## src/rtl/gng_pkg.sv

```systemverilog
package gng_pkg;
    localparam int ADDR_W  = 8;
    localparam int TBL_W   = 12;
    localparam int SIG_W   = 12;
    localparam int FRAC_W  = 8;
    localparam int DATA_W  = 16;
    localparam int UNI_W   = ADDR_W + 1;
    localparam int PROD_W  = TBL_W + SIG_W;
    localparam int MAG_W   = PROD_W - 2 * FRAC_W + 1;
    localparam int SUM_W   = DATA_W + 2;
endpackage

```

## src/rtl/gng_half_table.sv

```systemverilog
module gng_half_table #(
    parameter int ADDR_W = 8,
    parameter int TBL_W  = 12,
    parameter int SIG_W  = 12,
    parameter int DATA_W = 16
) (
    input  logic                     clk,
    input  logic                     rst_n,
    input  logic                     we_i,
    input  logic [ADDR_W-1:0]        waddr_i,
    input  logic [TBL_W-1:0]         wdata_i,
    input  logic                     rd_en_i,
    input  logic [ADDR_W-1:0]        raddr_i,
    input  logic                     neg_i,
    input  logic [SIG_W-1:0]         sigma_i,
    input  logic signed [DATA_W-1:0] mean_i,
    output logic                     vld_o,
    output logic                     neg_o,
    output logic [TBL_W-1:0]         tval_o,
    output logic [SIG_W-1:0]         sigma_o,
    output logic signed [DATA_W-1:0] mean_o
);
    localparam int DEPTH = 1 << ADDR_W;

    logic [TBL_W-1:0] store_q [DEPTH];

    always_ff @(posedge clk) begin
        if (we_i) begin
            store_q[waddr_i] <= wdata_i;
        end
    end

    always_ff @(posedge clk) begin
        if (!rst_n) begin
            vld_o   <= 1'b0;
            neg_o   <= 1'b0;
            tval_o  <= '0;
            sigma_o <= '0;
            mean_o  <= '0;
        end else begin
            vld_o <= rd_en_i;
            if (rd_en_i) begin
                neg_o   <= neg_i;
                tval_o  <= store_q[raddr_i];
                sigma_o <= sigma_i;
                mean_o  <= mean_i;
            end
        end
    end


    fetch_vld_chk: assert property (@(posedge clk) disable iff (!rst_n)
        rd_en_i |=> vld_o);


    fetch_hold_chk: assert property (@(posedge clk) disable iff (!rst_n)
        !rd_en_i |=> ($stable(mean_o) && $stable(sigma_o)));
endmodule

```

## src/rtl/gng_scaler.sv

```systemverilog
module gng_scaler #(
    parameter int TBL_W  = 12,
    parameter int SIG_W  = 12,
    parameter int FRAC_W = 8,
    parameter int DATA_W = 16
) (
    input  logic                     clk,
    input  logic                     rst_n,
    input  logic                     vld_i,
    input  logic                     neg_i,
    input  logic [TBL_W-1:0]         tval_i,
    input  logic [SIG_W-1:0]         sigma_i,
    input  logic signed [DATA_W-1:0] mean_i,
    output logic                     vld_o,
    output logic                     neg_o,
    output logic [TBL_W+SIG_W-2*FRAC_W:0] mag_o,
    output logic signed [DATA_W-1:0] mean_o
);
    localparam int PROD_W = TBL_W + SIG_W;
    localparam int SHIFT  = 2 * FRAC_W;
    localparam int MAG_W  = PROD_W - SHIFT + 1;
    localparam logic [PROD_W:0] HALF = (PROD_W + 1)'(1) << (SHIFT - 1);

    logic [PROD_W:0] prod_w;
    logic [PROD_W:0] rnd_w;
    logic [MAG_W-1:0] mag_w;

    always_comb begin
        prod_w = {1'b0, ({{SIG_W{1'b0}}, tval_i} * {{TBL_W{1'b0}}, sigma_i})};
        rnd_w  = (prod_w + HALF) >> SHIFT;
        mag_w  = rnd_w[MAG_W-1:0];
    end

    always_ff @(posedge clk) begin
        if (!rst_n) begin
            vld_o  <= 1'b0;
            neg_o  <= 1'b0;
            mag_o  <= '0;
            mean_o <= '0;
        end else begin
            vld_o <= vld_i;
            if (vld_i) begin
                neg_o  <= neg_i;
                mag_o  <= mag_w;
                mean_o <= mean_i;
            end
        end
    end


    scale_vld_chk: assert property (@(posedge clk) disable iff (!rst_n)
        vld_i |=> vld_o);


    zero_sigma_chk: assert property (@(posedge clk) disable iff (!rst_n)
        (vld_i && sigma_i == '0) |=> mag_o == '0);
endmodule

```

## src/rtl/gng_combiner.sv

```systemverilog
module gng_combiner #(
    parameter int MAG_W  = 9,
    parameter int DATA_W = 16
) (
    input  logic                     clk,
    input  logic                     rst_n,
    input  logic                     vld_i,
    input  logic                     neg_i,
    input  logic [MAG_W-1:0]         mag_i,
    input  logic signed [DATA_W-1:0] mean_i,
    output logic                     vld_o,
    output logic signed [DATA_W-1:0] val_o
);
    localparam int SUM_W = DATA_W + 2;
    localparam logic signed [SUM_W-1:0] MAX_S =
        {{(SUM_W-DATA_W+1){1'b0}}, {(DATA_W-1){1'b1}}};
    localparam logic signed [SUM_W-1:0] MIN_S =
        {{(SUM_W-DATA_W+1){1'b1}}, {(DATA_W-1){1'b0}}};

    logic signed [SUM_W-1:0] mean_x;
    logic signed [SUM_W-1:0] mag_x;
    logic signed [SUM_W-1:0] sum_w;
    logic signed [DATA_W-1:0] clip_w;

    always_comb begin
        mean_x = {{(SUM_W-DATA_W){mean_i[DATA_W-1]}}, mean_i};
        mag_x  = {{(SUM_W-MAG_W){1'b0}}, mag_i};
        sum_w  = neg_i ? (mean_x - mag_x) : (mean_x + mag_x);
        if (sum_w > MAX_S) begin
            clip_w = MAX_S[DATA_W-1:0];
        end else if (sum_w < MIN_S) begin
            clip_w = MIN_S[DATA_W-1:0];
        end else begin
            clip_w = sum_w[DATA_W-1:0];
        end
    end

    always_ff @(posedge clk) begin
        if (!rst_n) begin
            vld_o <= 1'b0;
            val_o <= '0;
        end else begin
            vld_o <= vld_i;
            if (vld_i) begin
                val_o <= clip_w;
            end
        end
    end


    no_wrap_up_chk: assert property (@(posedge clk) disable iff (!rst_n)
        (vld_i && !neg_i) |=> val_o >= $past(mean_i));


    no_wrap_down_chk: assert property (@(posedge clk) disable iff (!rst_n)
        (vld_i && neg_i) |=> val_o <= $past(mean_i));


    hold_val_chk: assert property (@(posedge clk) disable iff (!rst_n)
        !vld_i |=> $stable(val_o));


    mean_pass_chk: assert property (@(posedge clk) disable iff (!rst_n)
        (vld_i && mag_i == '0) |=> val_o == $past(mean_i));
endmodule

```

## src/rtl/gauss_noise_gen.sv

```systemverilog
module gauss_noise_gen
    import gng_pkg::*;
(
    input  logic                     clk,
    input  logic                     rst_n,
    input  logic                     tbl_we,
    input  logic [ADDR_W-1:0]        tbl_waddr,
    input  logic [TBL_W-1:0]         tbl_wdata,
    input  logic [SIG_W-1:0]         sigma_q,
    input  logic signed [DATA_W-1:0] mean_val,
    input  logic                     uni_vld,
    input  logic [UNI_W-1:0]         uni_word,
    output logic                     noise_vld,
    output logic signed [DATA_W-1:0] noise_out
);
    logic                     f_vld, f_neg;
    logic [TBL_W-1:0]         f_tval;
    logic [SIG_W-1:0]         f_sigma;
    logic signed [DATA_W-1:0] f_mean;

    logic                     s_vld, s_neg;
    logic [MAG_W-1:0]         s_mag;
    logic signed [DATA_W-1:0] s_mean;

    gng_half_table #(
        .ADDR_W(ADDR_W), .TBL_W(TBL_W), .SIG_W(SIG_W), .DATA_W(DATA_W)
    ) u_fetch (
        .clk(clk), .rst_n(rst_n),
        .we_i(tbl_we), .waddr_i(tbl_waddr), .wdata_i(tbl_wdata),
        .rd_en_i(uni_vld), .raddr_i(uni_word[ADDR_W-1:0]),
        .neg_i(uni_word[UNI_W-1]), .sigma_i(sigma_q), .mean_i(mean_val),
        .vld_o(f_vld), .neg_o(f_neg), .tval_o(f_tval),
        .sigma_o(f_sigma), .mean_o(f_mean)
    );

    gng_scaler #(
        .TBL_W(TBL_W), .SIG_W(SIG_W), .FRAC_W(FRAC_W), .DATA_W(DATA_W)
    ) u_scale (
        .clk(clk), .rst_n(rst_n),
        .vld_i(f_vld), .neg_i(f_neg), .tval_i(f_tval),
        .sigma_i(f_sigma), .mean_i(f_mean),
        .vld_o(s_vld), .neg_o(s_neg), .mag_o(s_mag), .mean_o(s_mean)
    );

    gng_combiner #(
        .MAG_W(MAG_W), .DATA_W(DATA_W)
    ) u_comb (
        .clk(clk), .rst_n(rst_n),
        .vld_i(s_vld), .neg_i(s_neg), .mag_i(s_mag), .mean_i(s_mean),
        .vld_o(noise_vld), .val_o(noise_out)
    );


    out_vld_chk: assert property (@(posedge clk) disable iff (!rst_n)
        s_vld |=> noise_vld);
endmodule

```

## config.mk

```make
export PLATFORM = sky130hd
export DESIGN_NAME = gauss_noise_gen
export DESIGN_NICKNAME = d
export VERILOG_FILES = /design/src/rtl/gng_pkg.sv /design/src/rtl/gng_half_table.sv /design/src/rtl/gng_scaler.sv /design/src/rtl/gng_combiner.sv /design/src/rtl/gauss_noise_gen.sv
export SDC_FILE = /design/constraint.sdc
export NUM_CORES = 2
export LEC_CHECK = 0
export BUFFER_PORTS_ARGS = -buffer_cell sky130_fd_sc_hd__buf_2
export CORE_MARGIN = 10
export CORE_UTILIZATION = 60
export CTS_CLUSTER_DIAMETER = 150
export CTS_CLUSTER_SIZE = 28
export DETAILED_ROUTE_END_ITERATION = 8
export PLACE_DENSITY = 0.73
export SYNTH_ARGS = -nofsm -noshare
export SYNTH_HDL_FRONTEND = slang
export SYNTH_HIERARCHICAL = 1
export SYNTH_SLANG_ARGS = --single-unit
```

## constraint.sdc

```tcl
create_clock -name clk -period 10 [get_ports clk]
set_input_delay 0.5 -clock clk [delete_from_list [all_inputs] [get_ports clk]]
set_output_delay 0.5 -clock clk [all_outputs]
set_load 0.03 [all_outputs]
```

Word level (Yosys, flattened, before mapping)
Memories as Yosys holds them, arrays and structs flattened. A register that Yosys moved wholly into a read port is not among the register bits. Index checks and enable logic that the tools add are counted. W data, S select, Z words.

Output and inout port bits: 17. Bits in registers: 74. Memories: 1. Bits in writable memories: 3072. Input port bits: 61. Word-level logic and storage cells: 23.

Add/sub/neg operators: 3. Reduce and logical (&&, ||, !) cells: 1. $mul: 1. Muxes and demuxes: 5. Order comparisons: 2.

Memory list: u_fetch.store_q (depth 256, width 12, rd ports 1, clocked after Yosys merged registers in 1, write ports 1, line gng_half_table.sv:25) `logic [TBL_W-1:0] store_q [DEPTH];`.

Operators with widths (number): $mux W16 (2); $add A24 B16 Y25 const B (1); $mul A12 B12 Y24 (1); $gt A18 B16 Y1 const B (1); $lt A18 B16 Y1 const B (1); $mux W18 (1); $add A16 B10 Y17 (1); $sub A16 B10 Y17 (1); $mux W1 (2); $logic_not A1 Y1 (1).

Longest topological paths before layout
Word-level depth: 5. Depth in mapped cells: 19. Mapped depth without buffers: 18.

Modules after synthesis
Netlist, hierarchy kept.

By module, submodules not included: gng_half_table (seq. area each 93089.3 µm², instances 1, area each 120874.7 µm², cells each 5715); gng_scaler (seq. area each 540.5 µm², instances 1, area each 5650.4 µm², cells each 648); gng_combiner (seq. area each 340.3 µm², instances 1, area each 1906.8 µm², cells each 224).

Worst setup path before layout
Ideal clock, no wire load.

Path type: flip-flop to flip-flop. From: register u_fetch.tval_o[8] (read register of u_fetch.store_q). To: register u_scale.mag_o[7]. Library setup time: 0.127 ns. Buffers on the path: 1. Clock period less this slack: 4.859 ns. Stages on the path, launching flop included: 18. Data arrival time: 4.732 ns. Path slack: 5.141 ns. Data required time: 9.873 ns. Path through: dfxtp_1 clkbuf_1 nand2_1 fa_1 fa_1 inv_1 fa_1 fa_1 inv_1 fa_1 inv_1 ha_1 a21o_1 a21o_1 a311oi_2 a22oi_2 and4b_1 or3_1.

Cells in the longest elaborated chain, start to end: 2.

Ends and longest elaborated chain: start: declaration (line gng_half_table.sv:19) `output logic [TBL_W-1:0] tval_o,`; $mul A12 B12 Y24 (line gng_scaler.sv:29) `prod_w = {1'b0, ({{SIG_W{1'b0}}, tval_i} * {{TBL_W{1'b0}}, sigma_i})};`; $add A24 B16 Y25 (line gng_scaler.sv:30) `rnd_w = (prod_w + HALF) >> SHIFT;`; end signal: assignment (line gng_scaler.sv:44) `mag_o <= mag_w;`; end: declaration (line gng_scaler.sv:16) `output logic [TBL_W+SIG_W-2*FRAC_W:0] mag_o,`.

No other way between the ends. A chain may end at the register's enable or synchronous reset.

Final worst setup path
From: register u_fetch.tval_o[10] (read register of u_fetch.store_q). To: register u_scale.mag_o[8].

The elaborated chain is that of the path after synthesis.

==> impl.org <==
** Clocking
- Post-CTS setup buffer count :: 0
- CTS H-tree lvls :: 4
- Num Clock Sinks :: between 3000 and 4000
- For the worst-skew pair, the clock arrives at the later sink with an insertion delay of 0.85 ns.
- TritonCTS buffer count :: about 130
- TritonCTS clock tree :: yes
- Clk root buf :: clkbuf_16
- Clock-pin slew was measured on the worst setup and hold paths at 0.11 ns.
- Clk buf depth :: 3

** Worst hold path
- The min-delay analysis places its worst path in the category in2reg.

** Synth
- Summing every instance area after synthesis gives roughly 130000 sq um.
- The Yosys step of the flow raised 6 warnings.
- In this run the biggest area consumer among cell types represents 71.83% of the synthesized area.
- Counting every net in the synthesized netlist gives around 6800.
- For this run, asynchronously set or reset flops after synthesis account for 0%.
- Synthesis handed over a netlist of roughly 6600 instances.
- Distinct cell type count after synthesis :: around 110
- Number of synthesized flops with an enable pin :: 3072
- Top cell type by total area after synthesis :: edfxtp_1
- The share of the Yosys chip area taken by registers is about three quarters.
- Leading post-synthesis cells by cell area :: edfxtp_1, mux4_2, mux2i_1
- In the synthesized netlist the dominant register cell turns out to be edfxtp_1.
- Post-synthesis sequential element count :: 3158
- Mean Syn Cell Area :: 19.50 sq um

** Timing
- In the final timing run, aggregate negative setup slack is 0 ns.
- Count of final max-slew check failures :: 0
- The worst path uses 52.69% of the clock period.
- Clock period minus worst slack :: between 5 and 6 ns
- Setup repair after global routing left no endpoint under its margin.
- At the pin with the least slew margin, the transition time is 1.497 ns.
- The final-report hold violation count was 0.
- Total setup violations reported at the end of the flow :: 0
- Worst Skew :: between 0.02 and 0.03 ns
- Relative slew slack :: 0.2158%
- Static timing analysis puts the maximum clock frequency at around 0.19 GHz.

** Power and ir drop
- The clock network burns between 20% and 30% of the power.
- Switching part of the total power :: around 22%
- PD cells :: about 170 nW/um^2
- Net switching component of the power :: ~5.0 mW
- Lkg Pwr :: about 43 nW
- The internal power of the cells totals about 18 mW.
- Combinational logic burns approximately 7.5% of the power.
- Total power of the final layout :: 22.68 mW
- In this run, flip-flops and latches consume between 60% and 70% of the power.
- IR analysis of the VDD net gives a maximum drop of 154.5 uV.

** GRT
- Overall track demand over capacity in global routing :: roughly 28%
- Number of global-route vias before repair :: approximately 64000
- Global-route wire length before repair :: about 470 mm
- Total global routing overflow :: 0
- Largest net degree at the start of global routing :: 129
- The number of antenna violations at the first check in global routing is 22.

** Setup path
- The largest single stage delay on the critical path is approximately 0.76 ns.
- The worst setup path is launched from a flip-flop.
- Worst Setup End Kind :: flip-flop
- Together, buffers and inverters on the worst path number 3.
- Top Family by Delay on Critical Path :: adder cells
- The most numerous cell type found on the critical path is fa_1.
- Endpoint required time on the critical path :: 10.73 ns
- Crit-path cells :: nand2_1 > fa_1 > inv_1 > fa_1 > fa_1 > fa_1 > inv_1 > fa_1 > inv_1 > ha_1 > a211o_1 > a211oi_1 > a21bo_2 > a311oi_2 > xor2_1 > o21ai_1
- Largest fanout on the critical path :: 13
- Crit-path slowest cell :: dfxtp_1
- At the worst endpoint, the arrival time is ~6.0 ns.
- Critical path start-end classification :: reg2reg

** Drt
- The routed design has 323.1 mm of wire.
- Drt initial violations :: between 9000 and 10000
- The first detailed-routing pass took 6 iterations.
- Total number of vias :: 66225
- WL/cell :: between 30 and 40 um
- Residual DRC count :: 0
- After detailed routing, the number of vias per cell comes to ~6.9.
- Remaining antenna violation count after routing :: 0

** Placed design
- The HPWL after detailed placement is between 150 and 200 mm.
- Final weighted congestion in routability-driven placement :: a little under 0.9
- Placed instance count :: a little over 9000
- Buffers placed on the I/O ports in this run total slightly below 80.

** Die
- Starting Density :: 60.44%
- The die covers ~230000 sq um.
- During I/O placement, the number of pins put on the boundary was 78.
- In this run the standard cell core region covers 212500 sq um.
- In this run the vertical extent of the chip is around 480 um.
- The floorplan has 169 rows.
- The die is ~480 um wide.

** Finish
- The post-route netlist has 16.88% of its cells at a drive strength greater than 1.
- Cell Count, Final, Fillers Out :: between 9000 and 10000
- Total Nets Final :: 6915
- For this run, the share of the core covered by cells in the final layout is between 60% and 70%.
- Relative to the synthesized area, the layout overhead comes to 5.640%.

** Job
- Across the run, the number of max-cap violations was 0.

** Run status
- The run finished with clean final reports.
==> kinds of logic (layout without fill, tap and decap cells) <==
| logic type | after synthesis | in the layout | share of synthesized area [%] |
|---|---|---|---|
| mux | 1038 | 1038 | 14.42 |
| compound gates | 653 | 653 | 3.631 |
| flops | 3158 | 3158 | 73.17 |
| fa+ha+maj | 205 | 205 | 2.572 |
| xor+xnor | 26 | 26 | 0.1978 |
| simple gates | 976 | 976 | 3.447 |
| other cells | 0 | 18 | 0 |
| buf+inv | 531 | 645 | 2.569 |
==> routing by layer <==
layer  global-route usage (%)  vias up  wire [um]
li1                         -    26654          -
met1                    40.03    34844     122000
met2                    41.72     4173     151100
met3                    6.445      546      38100
met4                    9.727        8      11830
met5                        0        -         53
==> flip-flops by register name (all words and copies together), names as in the netlist <==
| register | flops |
|---|---|
| u_fetch/store_q | 3072 |
| u_comb/val_o | 16 |
| u_fetch/mean_o | 16 |
| u_scale/mean_o | 16 |
| u_fetch/sigma_o | 12 |
| u_fetch/tval_o | 12 |
| u_scale/mag_o | 9 |
| u_comb/vld_o | 1 |
| u_fetch/neg_o | 1 |
| u_fetch/vld_o | 1 |
| u_scale/neg_o | 1 |
| u_scale/vld_o | 1 |
==> area by class of cell <==
class	instances	area [sq um]
multi-input cells	2898	31310
well taps	2821	3530
clock buffers	158	3507
fillers	14073	76830
inverters	149	566.8
flip-flops and latches	3158	93970
diodes	18	45.04
repair buffers	325	2587
clock inverters	13	161.4
==> worst register-to-register path, stage by stage (launching register included) <==
cell      delay [ns]
dfxtp_1         0.76
nand2_1         0.17
fa_1            0.53
inv_1           0.05
fa_1            0.48
fa_1            0.50
fa_1            0.53
inv_1           0.07
fa_1            0.49
inv_1           0.04
ha_1            0.33
a211o_1         0.27
a211oi_1        0.18
a21bo_2         0.28
a311oi_2        0.22
xor2_1          0.18
o21ai_1         0.07
==> Yosys cell counts (all sizes together), types with 15 or more instances <==
cell     instances
edfxtp        3072
mux4           635
mux2i          388
nor2           339
nand2          295
buf            226
clkbuf         153
inv            148
a21oi          116
o22ai          109
fa             101
ha              90
dfxtp           86
o21ai           74
nand3           69
nor2b           64
o221ai          60
a22oi           59
and2            54
nor3            40
a2111oi         33
nand4           31
a211oi          29
nor4            28
a31oi           27
a221oi          18
a22o            18
a21o            16
mux2            15
nand2b          15
xnor2           15
==> path summary, 6_finish.rpt <==
kind	start	end	slack, ns	cells past startpoint
setup / recovery	u_fetch/tval_o[10]$_SDFFE_PN0P_	u_scale/mag_o[8]$_SDFFE_PN0P_	4.73	16
hold reg to reg	u_comb/val_o[15]$_SDFFE_PN0P_	u_comb/val_o[15]$_SDFFE_PN0P_	0.53	2
setup reg to reg	u_fetch/tval_o[10]$_SDFFE_PN0P_	u_scale/mag_o[8]$_SDFFE_PN0P_	4.73	16
hold / removal	tbl_wdata[2]	u_fetch/store_q[51][2]$_DFFE_PP_	0.13	1
==> per-stage QoR <==
| step | hold WS [ns] | area (sq um) | setup slack [ns] |
|---|---|---|---|
| after detailed placement | 0.5086 | 131700 | 4.730 |
| after global placement | 0.4992 | 131700 | 4.708 |
| final | 0.1328 | 135700 | 4.731 |
| after global routing | 0.1169 | 135700 | 4.521 |
| after CTS | 0.09683 | 135600 | 4.724 |
| after floorplan | 0.4510 | 128400 | 5.141 |
==> repair_timing <==
item	4_1_cts	5_1_grt
hold buffers	29	0
hold endpoints to repair	29	0
gates resized for setup	0	0
==> placed cells by master, fill, tap and decap left out, types with 29 or more instances in the layout <==
cell | Yosys | layout
nor2_1 | 339 | 329
o22ai_1 | 109 | 109
dfxtp_1 | 86 | 86
nor3_1 | 40 | 39
buf_2 | 86 | 61
nand2_1 | 294 | 294
mux4_2 | 592 | 592
inv_1 | 148 | 147
a21oi_1 | 106 | 106
edfxtp_1 | 3072 | 3072
nand4_1 | 30 | 30
mux2i_1 | 388 | 388
clkbuf_16 | 0 | 137
and2_1 | 53 | 52
mux4_1 | 43 | 43
a22oi_1 | 58 | 58
o21ai_0 | 62 | 62
dlygate4sd3_1 | 0 | 29
fa_1 | 101 | 101
ha_1 | 90 | 90
nor2b_1 | 64 | 61
a211oi_1 | 29 | 29
nand3_1 | 69 | 65
o221ai_1 | 60 | 60
buf_4 | 33 | 210
==> power groups by stage <==
stage	clock, mW	combinational, mW	sequential [mW]
6_report	6.38	1.71	14.6
5_1_grt	6.90	1.80	14.6
4_1_cts	6.45	1.70	14.6
3_5_place_dp	0	1.68	14.9
3_3_place_gp	0	1.66	14.9
2_1_floorplan	0	1.05	14.9
Power figures use the tool's default switching activity.
